### src/rtl/gpio_irq_detect.sv
module gpio_irq_detect #(
  parameter int DW = 16,
  parameter int AW = 6
) (
  input  logic          clk,
  input  logic          rst_n,
  input  logic [2*DW-1:0] pin_in,
  input  logic          reg_we,
  input  logic [AW-1:0] reg_addr,
  input  logic [DW-1:0] reg_wdata,
  output logic [DW-1:0] reg_rdata,
  output logic          irq
);
  localparam int NP = 2 * DW;
  localparam logic [AW-1:0] O_STAT = AW'(8'h08);
  localparam logic [AW-1:0] O_EN   = AW'(8'h0C);
  localparam logic [AW-1:0] O_TYPE = AW'(8'h10);
  localparam logic [AW-1:0] O_POL  = AW'(8'h14);
  localparam logic [AW-1:0] O_HOLD = AW'(8'h18);
  localparam logic [AW-1:0] O_FALL = AW'(8'h20);
  localparam logic [AW-1:0] O_RISE = AW'(8'h24);

  logic [NP-1:0] sync1, cur, prev;
  logic [NP-1:0] en, typ, pol, hold, fall, rise, stat;
  logic [NP-1:0] lvl, edg, cond, clr;
  logic [DW-1:0] rd_next;
  logic          mapped;

  wire [AW-1:0] base = {reg_addr[AW-1:2], 2'b00};
  wire          hi   = reg_addr[1];

  assign lvl  = ~(cur ^ pol);
  assign edg  = (rise & cur & ~prev) | (fall & ~cur & prev);
  assign cond = (typ & edg) | (~typ & lvl);
  assign clr  = (reg_we && base == O_STAT && !reg_addr[0])
                ? (hi ? {reg_wdata, {DW{1'b0}}} : {{DW{1'b0}}, reg_wdata})
                : '0;

  always_ff @(posedge clk) begin
    if (!rst_n) begin
      sync1 <= '0;
      cur   <= '0;
      prev  <= '0;
    end else begin
      sync1 <= pin_in;
      cur   <= sync1;
      prev  <= cur;
    end
  end

  always_ff @(posedge clk) begin
    if (!rst_n) begin
      en <= '0; typ <= '0; pol <= '0; hold <= '0; fall <= '0; rise <= '0;
    end else if (reg_we && !reg_addr[0]) begin
      case (base)
        O_EN:   if (hi) en[NP-1:DW]   <= reg_wdata; else en[DW-1:0]   <= reg_wdata;
        O_TYPE: if (hi) typ[NP-1:DW]  <= reg_wdata; else typ[DW-1:0]  <= reg_wdata;
        O_POL:  if (hi) pol[NP-1:DW]  <= reg_wdata; else pol[DW-1:0]  <= reg_wdata;
        O_HOLD: if (hi) hold[NP-1:DW] <= reg_wdata; else hold[DW-1:0] <= reg_wdata;
        O_FALL: if (hi) fall[NP-1:DW] <= reg_wdata; else fall[DW-1:0] <= reg_wdata;
        O_RISE: if (hi) rise[NP-1:DW] <= reg_wdata; else rise[DW-1:0] <= reg_wdata;
        default: ;
      endcase
    end
  end

  always_ff @(posedge clk) begin
    if (!rst_n) stat <= '0;
    else        stat <= (hold & ((stat & ~clr) | cond)) | (~hold & cond);
  end

  always_ff @(posedge clk) begin
    if (!rst_n) irq <= 1'b0;
    else        irq <= |(stat & en);
  end

  always_comb begin
    mapped  = !reg_addr[0];
    rd_next = '0;
    case (base)
      O_STAT: rd_next = hi ? stat[NP-1:DW] : stat[DW-1:0];
      O_EN:   rd_next = hi ? en[NP-1:DW]   : en[DW-1:0];
      O_TYPE: rd_next = hi ? typ[NP-1:DW]  : typ[DW-1:0];
      O_POL:  rd_next = hi ? pol[NP-1:DW]  : pol[DW-1:0];
      O_HOLD: rd_next = hi ? hold[NP-1:DW] : hold[DW-1:0];
      O_FALL: rd_next = hi ? fall[NP-1:DW] : fall[DW-1:0];
      O_RISE: rd_next = hi ? rise[NP-1:DW] : rise[DW-1:0];
      default: mapped = 1'b0;
    endcase
    if (!mapped) rd_next = '0;
  end

  always_ff @(posedge clk) begin
    if (!rst_n) reg_rdata <= '0;
    else        reg_rdata <= rd_next;
  end

  a_r8_quiet_when_masked: assert property (@(posedge clk) disable iff (!rst_n)
    (en == '0) |=> !irq);
  a_r2_unmapped_reads_zero: assert property (@(posedge clk) disable iff (!rst_n)
    !mapped |=> (reg_rdata == '0));

  for (genvar i = 0; i < NP; i++) begin : g_chk
    a_r4_level_hold_sets: assert property (@(posedge clk) disable iff (!rst_n)
      (hold[i] && !typ[i] && lvl[i]) |=> stat[i]);
    a_r3_through_drops: assert property (@(posedge clk) disable iff (!rst_n)
      (!hold[i] && !cond[i]) |=> !stat[i]);
    a_r6_hold_keeps: assert property (@(posedge clk) disable iff (!rst_n)
      (hold[i] && stat[i] && !clr[i]) |=> stat[i]);
  end
endmodule

### config.mk
export PLATFORM = sky130hd
export DESIGN_NAME = gpio_irq_detect
export DESIGN_NICKNAME = d
export VERILOG_FILES = /design/src/rtl/gpio_irq_detect.sv
export SDC_FILE = /design/constraint.sdc
export NUM_CORES = 1
export LEC_CHECK = 0
export BUFFER_PORTS_ARGS = -buffer_cell sky130_fd_sc_hd__buf_2
export CAP_MARGIN = 20
export CORE_MARGIN = 2
export CORE_UTILIZATION = 65
export CTS_CLUSTER_SIZE = 10
export DETAILED_ROUTE_END_ITERATION = 12
export PLACE_DENSITY_LB_ADDON = 0.1
export SYNTH_ARGS = -nofsm -noshare
export SYNTH_HDL_FRONTEND = slang
export SYNTH_SLANG_ARGS = --single-unit
### constraint.sdc
create_clock -name clk -period 4.7 [get_ports clk]
set_input_delay 0.235 -clock clk [delete_from_list [all_inputs] [get_ports clk]]
set_output_delay 0.235 -clock clk [all_outputs]
set_load 0.05 [all_outputs]
==> summary.md <==
| Metric | Value |
|---|---|
| Status | `completed` |
| DR iter-0 viols | `1,032` |
| Global-route wire length before repair | `60,800 um` |
| Crit end category | `flop` |
| Share of layout cells above drive strength 1 | `between 10 and 15%` |
| Power per cell area | `371 nW/um^2` |
| Setup TNS | `0 ns` |
| R2R depth | `3` |
| Num CTS Buffers | `39` |
| Pin count of the biggest net entering global routing | `126` |
| Post-synth EDFFs | `0` |
| Final Power | `5.86 mW` |
| Post-Syn Instances | `1,639` |
| Register area share after synthesis | `47.7%` |
| Die W | `151 um` |
| CP Launch Type | `input pin` |
| HP Class | `input pin to flop` |
| Htree depth | `2` |
| Worst Tran Pin Value | `~1.1 ns` |
| Finish-stage setup viols | `0` |
| Leak | `5.48 nW` |
| Post-synthesis register bit count | `337` |
| Total track usage | `34.7%` |
| GRT Residual Overflow | `0` |
| Tcrit/Tclk final | `47.0%` |
| Main flop type after synthesis | `dfxtp_1` |
| Clk sinks | `approximately 340` |
| Max Buffers Root-to-Sink | `3` |
| P&R area growth vs syn | `11.6%` |
| Vias in the first global route | `11,157` |
| CP Class | `input pin to flop` |
| Reg-to-reg startpoint | `stat[4]` |
| Cts repair resizes | `0` |
| Clock root buffer | `clkbuf_16` |
| Critical R2R Capture | `irq` |
| CTS tree | `done` |
| Worst Clk Skew | `0.00645 ns` |
| CTS clk-pin slew, worst paths | `0.05 ns` |
| DR vias | `11,952` |
| Die area | `22,900 sq um` |
| Slew margin rel. | `about a quarter` |
| Average size of a mapped cell | `8.62 sq um` |
| Nets@finish | `1,734` |
| I/O pin count | `74` |
| Distinct cells, synth | `43` |
| Fmax achieved | `452 MHz` |
| Syn_nets | `1,696` |
| Std cell rows | `53` |
| WL per Instance | `20.2 um` |
| CP max FO | `76` |
| Antenna violations before repair | `1` |
| Crit path required time | `5.06 ns` |
| Setup crit start | `reg_addr[1]` |
| Sequential cell area | `6750 sq um` |
| WL final | `slightly below 40,000 um` |
| Via/cell ratio | `6.11` |
| Post-DP HPWL | `about 24,000 um` |
| Post-route ant nets | `0` |
| R2r setup slk | `3.38 ns` |
| Fillers | `1,588` |
| Async SR Flop Fraction | `0%` |
| DR pass1 iterations | `5` |
| Worst IR drop on VDD | `0.368 mV` |
| Die height | `151 um` |
| RePlAce Congestion | `0.878` |
| RSZ-0062 raised after global routing | `false` |
| Starting density of the core | `about 67%` |
| Multi-input gate area | `around 6800 sq um` |
| # diodes | `0` |
| Port Buf Inserts | `73` |
| Max Slew Vio Count | `0` |
| Final hold viol count | `0` |
| Fin crit period | `between 2 and 2.5 ns` |
| Max cap viols | `0` |
| Worst-Skew Late Latency | `0.52 ns` |
| Drt drc | `0` |
| Area of the mapped netlist | `14,100 sq um` |
| Data arrival, critical path | `2.57 ns` |
| Warning count from the yosys run | `0` |
| Core Area | `21,200 sq um` |
| Crit path to | `reg_rdata[14]` |
-- power by group --
group / internal [mW] / switching [mW] / total (mW)
sequential: 2.92 / 0.0472 / 2.97
combinational: 0.124 / 0.185 / 0.309
clock: 1.51 / 1.08 / 2.59
total: 4.55 / 1.31 / 5.86
-- repair_timing --
item	in CTS	in global routing
buffers inserted	0	0
hold endpoints to repair	32	0
hold buffers	32	0
-- logic make-up after synthesis --
kind of cell	after synthesis	synth area share (%)
simple gates	646	21.3
flops	337	47.7
buf+inv	123	3.98
mux	128	9.49
xor+xnor	32	1.98
compound gates	373	15.5
-- how the worst min path moves through the flow --
stage	start	to	depth (start not counted)
finish	reg_wdata[7]	hold[7]	3
global route	reg_wdata[1]	rise[1]	3
CTS	reg_wdata[7]	pol[7]	3
detailed placement	sync1[19]	cur[19]	1
global placement	sync1[6]	cur[6]	1
floorplan	pin_in[0]	sync1[0]	1
-- critical path, stage by stage --
cell,delay (ns)
buf_4,0.51
buf_4,0.94
mux2i_1,0.28
o22ai_1,0.11
nor2_1,0.27
a31oi_1,0.13
-- synth_stat cells (all sizes together) (2+ instances only) --
| cell | count | area, sq um |
|---|---|---|
| a21boi | 12 | 90.1 |
| and2 | 99 | 619 |
| nand4 | 4 | 25.0 |
| nand4bb | 2 | 22.5 |
| mux2i | 80 | 801 |
| and4bb | 2 | 25.0 |
| nor2 | 54 | 238 |
| o21a | 15 | 113 |
| a31oi | 31 | 194 |
| nand3b | 48 | 360 |
| a21o | 15 | 113 |
| buf | 47 | 278 |
| o21ai | 18 | 90.1 |
| o22ai | 32 | 200 |
| o211ai | 19 | 143 |
| inv | 2 | 7.50 |
| nor2b | 3 | 18.8 |
| nand2 | 418 | 1570 |
| dfxtp | 337 | 6750 |
| mux2 | 48 | 541 |
| a21oi | 197 | 986 |
| or4b | 2 | 27.5 |
| or2 | 8 | 50.1 |
| xnor2 | 32 | 280 |
| a22oi | 32 | 240 |
| clkbuf | 74 | 278 |
-- layer usage --
metal | track usage, % | vias up | share of wire, %
li1 | - | 5618 | -
met1 | 48.0 | 5577 | 43
met2 | 54.0 | 641 | 44
met3 | 6.26 | 114 | 9.9
met4 | 13.9 | 2 | 3.4
met5 | 0 | - | 0.040
-- registers in the layout, indices dropped and copies added (netlist names) --
register	count
cur	32
en	32
fall	32
hold	32
pol	32
prev	32
rise	32
stat	32
sync1	32
typ	32
reg_rdata	16
irq	1
-- cells in the final DEF, fill, tap and decap left out, types with 6 or more instances in the layout --
cell type,n
mux2i_1,80
dlygate4sd3_1,32
a21oi_1,197
nand2_1,418
dfxtp_1,337
and2_1,98
o211ai_1,19
a21o_1,15
a22oi_1,32
a21boi_0,12
o21ai_0,17
o22ai_1,32
nor2_1,48
a31oi_1,31
xnor2_1,32
or2_2,6
mux2_2,48
o21a_1,15
buf_2,71
nand3b_1,48
clkbuf_16,40
buf_4,13
-- through the flow --
step | hold WS, ns | setup slack, ns | std cells | utilization, % | area (sq um)
floorplan | 0.362 | 2.95 | 1639 | - | 14100
global placement | 0.414 | 1.97 | 1876 | 68.0 | 14400
detailed placement | 0.418 | 2.05 | 1878 | 68.1 | 14400
CTS | 0.0881 | 2.58 | 1955 | 74.5 | 15800
global route | 0.110 | 2.41 | 1956 | 74.6 | 15800
finish | 0.101 | 2.49 | 1956 | 74.6 | 15800
-- final cells by class --
| type | instances | area share, % |
|---|---|---|
| Multi-Input combinational cell | 1179 | 43.3 |
| Sequential cell | 337 | 42.7 |
| Clock buffer | 43 | 6.41 |
| Timing Repair Buffer | 118 | 5.15 |
| Tap cell | 275 | 2.18 |
| Clock inverter | 2 | 0.159 |
| Inverter | 2 | 0.0793 |
Power figures use the tool's default switching activity.
